--- config.mk ---
export PLATFORM = sky130hd
export DESIGN_NAME = ckg_ctrl
export DESIGN_NICKNAME = d
export VERILOG_FILES = /design/src/rtl/ckg_pkg.sv /design/src/rtl/ckg_decode.sv /design/src/rtl/ckg_bank.sv /design/src/rtl/ckg_ctrl.sv
export SDC_FILE = /design/constraint.sdc
export NUM_CORES = 1
export LEC_CHECK = 0
export BUFFER_PORTS_ARGS = -buffer_cell sky130_fd_sc_hd__buf_2
export CORE_ASPECT_RATIO = 1.2
export CORE_UTILIZATION = 40
export CTS_CLUSTER_DIAMETER = 30
export CTS_CLUSTER_SIZE = 24
export DETAILED_ROUTE_END_ITERATION = 7
export GPL_TIMING_DRIVEN = 0
export PLACE_DENSITY_LB_ADDON = 0.05
export SYNTH_ARGS = -nofsm -noshare
export SYNTH_HDL_FRONTEND = slang
export SYNTH_HIERARCHICAL = 1
export SYNTH_SLANG_ARGS = --single-unit
--- constraint.sdc ---
create_clock -name clk -period 4.35 [get_ports clk]
set_input_delay 0.435 -clock clk [delete_from_list [all_inputs] [get_ports clk]]
set_output_delay 0.435 -clock clk [all_outputs]
set_load 0.005 [all_outputs]
--- src/rtl/ckg_pkg.sv ---
package ckg_pkg;

    localparam int DATA_W      = 32;
    localparam int BANK_STRIDE = 16;

    typedef enum logic [1:0] {
        KIND_SET  = 2'd0,
        KIND_CLR  = 2'd1,
        KIND_REQ  = 2'd2,
        KIND_STAT = 2'd3
    } reg_kind_e;

    typedef struct packed {
        logic      hit;
        logic [3:0] bank;
        reg_kind_e kind;
    } access_t;

    // Map a byte address onto bank index and register kind.
    function automatic access_t map_addr(input logic [15:0] addr,
                                         input logic [15:0] base,
                                         input int          nbanks);
        access_t    a;
        logic [15:0] off;
        off    = addr - base;
        a.hit  = (addr >= base) && (32'(off) < nbanks * BANK_STRIDE);
        a.bank = off[7:4];
        a.kind = reg_kind_e'(off[3:2]);
        return a;
    endfunction

endpackage

--- src/rtl/ckg_decode.sv ---
module ckg_decode
    import ckg_pkg::*;
#(
    parameter int             ADDR_W    = 8,
    parameter logic [15:0]    BASE_ADDR = 16'h0024,
    parameter int             NUM_BANKS = 2
) (
    input  logic              valid,
    input  logic              write,
    input  logic [ADDR_W-1:0] addr,
    output logic [NUM_BANKS-1:0] set_we,
    output logic [NUM_BANKS-1:0] clr_we,
    output logic              rd_en,
    output access_t           acc
);

    assign acc   = map_addr(16'(addr), BASE_ADDR, NUM_BANKS);
    assign rd_en = valid && !write;

    for (genvar b = 0; b < NUM_BANKS; b++) begin : g_we
        logic sel;
        assign sel       = valid && write && acc.hit && (acc.bank == 4'(b));
        assign set_we[b] = sel && (acc.kind == KIND_SET);
        assign clr_we[b] = sel && (acc.kind == KIND_CLR);
    end

endmodule

--- src/rtl/ckg_bank.sv ---
module ckg_bank #(
    parameter int           W       = 32,
    parameter int           DELAY   = 2,
    parameter logic [W-1:0] RST_VAL = '0
) (
    input  logic         clk,
    input  logic         rst,
    input  logic         set_we,
    input  logic         clr_we,
    input  logic [W-1:0] wdata,
    output logic [W-1:0] req,
    output logic [W-1:0] status
);

    localparam int CW = $clog2(DELAY + 1);

    logic [W-1:0] set_m, clr_m;
    logic [W-1:0] pipe [DELAY];

    assign set_m = set_we ? wdata : '0;
    assign clr_m = clr_we ? wdata : '0;

    always_ff @(posedge clk) begin
        if (rst) req <= RST_VAL;
        else     req <= (req | set_m) & ~clr_m;
    end

    for (genvar k = 0; k < DELAY; k++) begin : g_sync
        always_ff @(posedge clk) begin
            if (rst)         pipe[k] <= RST_VAL;
            else if (k == 0) pipe[k] <= req;
            else             pipe[k] <= pipe[(k == 0) ? 0 : k-1];
        end
    end

    assign status = pipe[DELAY-1];

    // Settle tracker for the delay check: cycles since req last changed.
    logic [W-1:0]  req_prev;
    logic [CW-1:0] settle;
    always_ff @(posedge clk) begin
        if (rst) begin
            req_prev <= RST_VAL;
            settle   <= CW'(DELAY);
        end else begin
            req_prev <= req;
            if (req != req_prev)            settle <= '0;
            else if (settle != CW'(DELAY))  settle <= settle + 1'b1;
        end
    end

    assert_set_R2: assert property (@(posedge clk) disable iff (rst)
        (set_we && !clr_we) |=> ((req & $past(wdata)) == $past(wdata)));

    assert_clr_R3: assert property (@(posedge clk) disable iff (rst)
        (clr_we && !set_we) |=> ((req & $past(wdata)) == '0));

    assert_hold_R2: assert property (@(posedge clk) disable iff (rst)
        (!set_we && !clr_we) |=> $stable(req));

    assert_delay_R6: assert property (@(posedge clk) disable iff (rst)
        ((req == req_prev) && (settle >= CW'(DELAY - 1))) |-> (status == req));

endmodule

--- src/rtl/ckg_ctrl.sv ---
module ckg_ctrl
    import ckg_pkg::*;
#(
    parameter int          ADDR_W       = 8,
    parameter int          NUM_BANKS    = 2,
    parameter int          STATUS_DELAY = 2,
    parameter logic [15:0] BASE_ADDR    = 16'h0024,
    parameter logic [NUM_BANKS*DATA_W-1:0] RESET_EN = (NUM_BANKS*DATA_W)'(4)
) (
    input  logic                        clk,
    input  logic                        rst,
    input  logic                        bus_valid,
    input  logic                        bus_write,
    input  logic [ADDR_W-1:0]           bus_addr,
    input  logic [DATA_W-1:0]           bus_wdata,
    output logic [DATA_W-1:0]           bus_rdata,
    output logic [NUM_BANKS*DATA_W-1:0] gate_en
);

    logic [NUM_BANKS-1:0] set_we, clr_we;
    logic                 rd_en;
    access_t              acc;
    logic [DATA_W-1:0]    req_w  [NUM_BANKS];
    logic [DATA_W-1:0]    stat_w [NUM_BANKS];
    logic [DATA_W-1:0]    rd_mux;

    ckg_decode #(
        .ADDR_W   (ADDR_W),
        .BASE_ADDR(BASE_ADDR),
        .NUM_BANKS(NUM_BANKS)
    ) u_decode (
        .valid (bus_valid),
        .write (bus_write),
        .addr  (bus_addr),
        .set_we(set_we),
        .clr_we(clr_we),
        .rd_en (rd_en),
        .acc   (acc)
    );

    for (genvar b = 0; b < NUM_BANKS; b++) begin : g_bank
        ckg_bank #(
            .W      (DATA_W),
            .DELAY  (STATUS_DELAY),
            .RST_VAL(RESET_EN[b*DATA_W +: DATA_W])
        ) u_bank (
            .clk   (clk),
            .rst   (rst),
            .set_we(set_we[b]),
            .clr_we(clr_we[b]),
            .wdata (bus_wdata),
            .req   (req_w[b]),
            .status(stat_w[b])
        );
        assign gate_en[b*DATA_W +: DATA_W] = stat_w[b];
    end

    always_comb begin
        rd_mux = '0;
        for (int b = 0; b < NUM_BANKS; b++) begin
            if (acc.hit && acc.bank == 4'(b)) begin
                case (acc.kind)
                    KIND_REQ:  rd_mux = req_w[b];
                    KIND_STAT: rd_mux = stat_w[b];
                    default:   rd_mux = '0;
                endcase
            end
        end
    end

    always_ff @(posedge clk) begin
        if (rst)        bus_rdata <= '0;
        else if (rd_en) bus_rdata <= rd_mux;
    end

    assert_wo_read_zero_R7: assert property (@(posedge clk) disable iff (rst)
        (rd_en && acc.hit && (acc.kind == KIND_SET || acc.kind == KIND_CLR))
        |=> (bus_rdata == '0));

    assert_unmapped_zero_R8: assert property (@(posedge clk) disable iff (rst)
        (rd_en && !acc.hit) |=> (bus_rdata == '0));

    assert_rdata_hold_R8: assert property (@(posedge clk) disable iff (rst)
        !rd_en |=> $stable(bus_rdata));

endmodule

### After elaboration in Yosys (flattened, before gate mapping)

Memory sizes are Yosys's and may differ from the RTL's.
Cells that the tools add are included.

* memories: 2
* register bits: 96
* input port bits: 44
* word-level logic and storage cells: 52
* output and inout bits: 96
* bits in writable memories: 128

* bitwise gates (word level): 10
* mux-type cells: 15
* add/sub/neg operators: 1
* reductions and logical operators: 15
* magnitude comparators: 2
* equal/unequal tests: 4

Memories
* g_bank[0].u_bank.pipe: depth 2, width 32, read ports 2, clocked after Yosys merged registers in 0, write ports 2, line ckg_bank.sv:18 `logic [W-1:0] pipe [DELAY];`
* g_bank[1].u_bank.pipe: depth 2, width 32, read ports 2, clocked after Yosys merged registers in 0, write ports 2, line ckg_bank.sv:18

Operator list (number)
* 32-bit two-way mux: 10
* 32-bit one-hot mux with 2 select lines: 2
* 32-bit AND: 2
* 32-bit NOT: 2
* 32-bit bitwise OR: 2
* 16-bit by 6-bit < comparator with 1-bit output, second input constant: 1
* 1-bit logical AND: 12
* 8-bit by 6-bit subtractor with 9-bit output, second input constant: 1
* 8-bit by 6-bit greater-or-equal comparator with 1-bit output, second input constant: 1
* 2-bit == test, second input constant: 2
* 4-bit by 1-bit == test with 1-bit output, second input constant: 1
* 4-bit logical NOT: 1
* 1-bit bitwise OR: 4
* 1-bit two-way mux: 3
* 2-bit by 1-bit == test with 1-bit output, second input constant: 1
* 2-bit logical NOT: 1
* 1-bit logical NOT: 1

### Longest topological paths before layout

* word-level depth: 9
* gate-level depth with buffers: 11
* mapped depth without buffers: 9

### Modules after synthesis

Netlist, hierarchy kept.

Modules (own cells, without submodules)
* ckg_bank (g_bank[0].u_bank): cells an instance 241, seq. area each 1921.8 sq um, area each 2985.4 sq um, times used 1
* ckg_bank (g_bank[1].u_bank): cells an instance 240, seq. area each 1921.8 sq um, area each 2979.1 sq um, times used 1
* ckg_ctrl: cells an instance 258, seq. area each 640.6 sq um, area each 2356.0 sq um, times used 1
* ckg_decode: cells an instance 32, seq. area each 0.0 sq um, area each 220.2 sq um, times used 1

### Worst setup path before layout

No wires, ideal clock.

* path kind: in2reg
* from: input port bus_addr[2]
* to: register g_bank[0].u_bank.req[0]
* cell stages on the path: 8
* setup time: 0.130 ns
* required time: 4.220 ns
* slack: 2.288 ns
* path buffers: 1
* data arrival time: 1.932 ns
* cell sequence: inv_1 ha_1 o21bai_1 a21oi_1 o211ai_2 nor3_1 buf_2 a211oi_2

* cells in the longest elaborated chain, start to end: 9
* elaborated cells on any way between the ends: 16
* those cells by class: 1 x add/sub; 2 x order compare; 1 x eq/ne; 2 x mux; 3 x bitwise; 7 x reduce/logical

Ends and longest elaborated chain
* start: declaration: line ckg_ctrl.sv:14 `input logic [ADDR_W-1:0] bus_addr,`
* 8-bit by 6-bit subtractor with 9-bit output: line ckg_pkg.sv:25 `off = addr - base;`
* 16-bit by 6-bit < comparator with 1-bit output: line ckg_pkg.sv:26 `a.hit = (addr >= base) && (32'(off) < nbanks * BANK_STRIDE);`
* 1-bit logical AND: line ckg_pkg.sv:26
* 1-bit logical AND (2 in series): line ckg_decode.sv:22 `assign sel = valid && write && acc.hit && (acc.bank == 4'(b));`
* 1-bit logical AND (*): line ckg_decode.sv:24 `assign clr_we[b] = sel && (acc.kind == KIND_CLR);`
* net clr_we[0]: line ckg_ctrl.sv:20 `logic [NUM_BANKS-1:0] set_we, clr_we;`
* 32-bit two-way mux (*): line ckg_bank.sv:21 `assign clr_m = clr_we ? wdata : '0;`
* 32-bit NOT (*): line ckg_bank.sv:25 `else req <= (req | set_m) & ~clr_m;`
* 32-bit AND (*): line ckg_bank.sv:25
* end signal: assignment: line ckg_bank.sv:25
* end: declaration: line ckg_bank.sv:11 `output logic [W-1:0] req,`

The timed path passes the listed nets; every way through them passes the cells marked *.
A chain may end at the register's enable or synchronous reset.

==> flow_summary.json <==
{
  "crit_path_max_incr_delay_ns": 1.00,
  "clockRootBuffer": "clkbuf_16",
  "die_area_mm2": 0.02194,
  "synth-edff-count": 0,
  "finalHoldWorstSlack_ns": 0.1649,
  "area_growth_syn_to_layout_pct": 30.62,
  "port_buffers": 137,
  "vias_per_cell": 5.147,
  "drtPass1Iterations": 4,
  "async_flop_share_pct": 0,
  "fillers": 1863,
  "die_h_um": 162.1,
  "power_per_cell_area_mw_per_mm2": 527.5,
  "clock_path_buffers": 3,
  "nets": 1001,
  "synth-warning-count": 6,
  "synth_cells": 771,
  "cpLargestDelayFamily": "simple AND/OR/NAND/NOR gates",
  "cp_num_buf_inv": 3,
  "dp_hpwl_mm": 16.40,
  "cp_cell_sequence": "buf_2, inv_1, ha_1, o21bai_1, a21oi_1, o211ai_2, nor3_1, buf_2, a21oi_1, a211oi_2",
  "yosysUniqueCellTypes": 32,
  "seq_area_mm2": 0.004484,
  "postCtsSetupRepairBufs": 0,
  "holdBufCountCts": 0,
  "worstSetupEndpointType": "flip-flop",
  "wl_per_cell_um": 18.62,
  "slew_headroom_pct": 18.19,
  "ys_ff_latch": 224,
  "path_clk_slew_ns": 0.05,
  "ys.flop_type": "dfxtp_1",
  "hp-class": "in -> reg",
  "syn_area_per_cell_um2": 11.08,
  "fin_skew_ns": 0.01261,
  "cts_tree": "built",
  "cp_slowest_cell": "nor3_1",
  "period_share_pct": 63.56,
  "syn_nets": 818,
  "final_cell_mix": "dfxtp_1 (224), buf_2 (160), nor2b_1 (128)",
  "syn-cell-area_mm2": 0.008541,
  "ios": 140,
  "gr-usage-all-layers_pct": 21.85,
  "worst_pin_slew_ns": 1.218,
  "final_common_cell": "dfxtp_1",
  "start_kind": "input pin",
  "p_leak_uw": 0.004683,
  "setup_tns_ns": 0,
  "cts_sinks": 224,
  "setup_viol": 0,
  "grt_pass1_wl_mm": 36.67,
  "status": "complete, no violations",
  "grt_max_degree": 19,
  "crit_fanout": 10,
  "drt_first_iter_violations": 223,
  "wl_mm": 23.46,
  "start_util_pct": 40.72,
  "drive_gt1_share_pct": 39.80,
  "clk_latency_ns": 0.52,
  "rsz0062_at_grt": "no",
  "chipWidth_um": 135.4,
  "grt_pass1_vias": 6728,
  "period_minus_slack_ns": 2.765,
  "ir_worst_vdd_v": 0.0003414,
  "cts_made_buffers": 44,
  "path_class": "in -> reg",
  "seq_area_frac_synth_pct": 52.51,
  "slew_viol_final": 0,
  "coreArea_mm2": 0.02097,
  "drcViolationCount": 0,
  "required_ns": 4.77,
  "place_congestion": 0.8869,
  "via_count": 6485,
  "postCtsResizedCells": 0,
  "cp.arrival_ns": 3.19,
  "timing.fmax_mhz": 361.7,
  "drv_cap": 0,
  "h-tree-depth": 2,
  "antenna_found_initial": 0,
  "hold_viol_final": 0,
  "num_rows": 58,
  "diodes": 0,
  "ant_nets": 0,
  "multiInputGateArea_mm2": 0.003610,
  "overflow": 0
}
==> power by group <==
group          internal, µW  total [µW]  switching [µW]
clock network          2480        3550            1060
registers              2080        2090            11.8
logic                  86.4         247             160
==> kinds of logic after synthesis <==
family                   synth area share, %
multiplexers                           8.438
AND/OR/NAND/NOR                        14.30
buffers and inverters                  5.230
XOR/XNOR                              0.2051
adder cells (fa/ha/maj)               0.4395
flip-flops                             52.51
AO/OA/AOI/OAI                          18.88
==> area by class of cell <==
class / instances / share of cell area [%]
clock inverters: 20 / 2.613
plain buffers: 63 / 3.769
flip-flops and latches: 224 / 40.20
clock buffers: 62 / 11.65
repair buffers: 137 / 6.146
inverters: 7 / 0.2355
well taps: 270 / 3.028
multi-input cells: 477 / 32.36
==> synth_stat cells (all sizes together), types with 2 or more instances <==
master | number | share of area (%)
mux2 | 64 | 8.4
a211oi | 64 | 9.1
clkbuf | 12 | 0.54
nor3 | 5 | 0.29
a21oi | 64 | 3.8
nor2b | 128 | 9.4
o211a | 2 | 0.23
buf | 51 | 4.4
ha | 3 | 0.44
o21bai | 33 | 2.9
dfxtp | 224 | 53
or2 | 2 | 0.15
a31oi | 33 | 2.4
nand3 | 66 | 3.9
inv | 7 | 0.31
xnor2 | 2 | 0.21
==> metal layers <==
layer | share of wire [%] | global-route usage (%) | vias up | routed length (µm)
met5 | 0 | 0 | - | 0
met4 | 2.7 | 8.325 | 0 | 634
met3 | 5.8 | 4.931 | 52 | 1350
met2 | 49 | 37.55 | 200 | 11550
met1 | 42 | 26.33 | 3112 | 9928
li1 | - | - | 3121 | -
==> flip-flops by register name, summed over array words and instances, names as in the netlist <==
| name | cells |
|---|---|
| g_bank.u_bank/req | 64 |
| bus_rdata | 32 |
| g_bank.u_bank/pipe | 128 |
==> metrics by stage <==
stage | worst slack, ns | total power [µW] | std cells | area, µm² | utilization (%)
finish | 1.585 | 5884 | 1260 | 11160 | 53.19
global placement | 1.302 | 2372 | 1178 | 9564 | 45.60
global route | 1.510 | 6083 | 1260 | 11160 | 53.19
detailed placement | 1.153 | 2377 | 1178 | 9564 | 45.60
floorplan | 2.288 | 2261 | 771 | 8541 | -
CTS | 1.659 | 5947 | 1260 | 11160 | 53.19
==> path summary, 6_finish.rpt <==
check / start / end / slack (ns) / cells after the start
worst min register to register: g_bank[0].u_bank/pipe[0][2]$_SDFF_PP1_ / g_bank[0].u_bank/pipe[1][2]$_SDFF_PP1_ / 0.41 / 1
worst min-delay path: bus_wdata[26] / g_bank[1].u_bank/req[26]$_SDFF_PP0_ / 0.16 / 2
worst max register to register: g_bank[1].u_bank/pipe[1][25]$_SDFF_PP0_ / bus_rdata[25]$_SDFFE_PP0P_ / 3.37 / 3
worst max-delay path: bus_addr[2] / g_bank[0].u_bank/req[27]$_SDFF_PP0_ / 1.59 / 10
(Power assumes the default switching activity.)
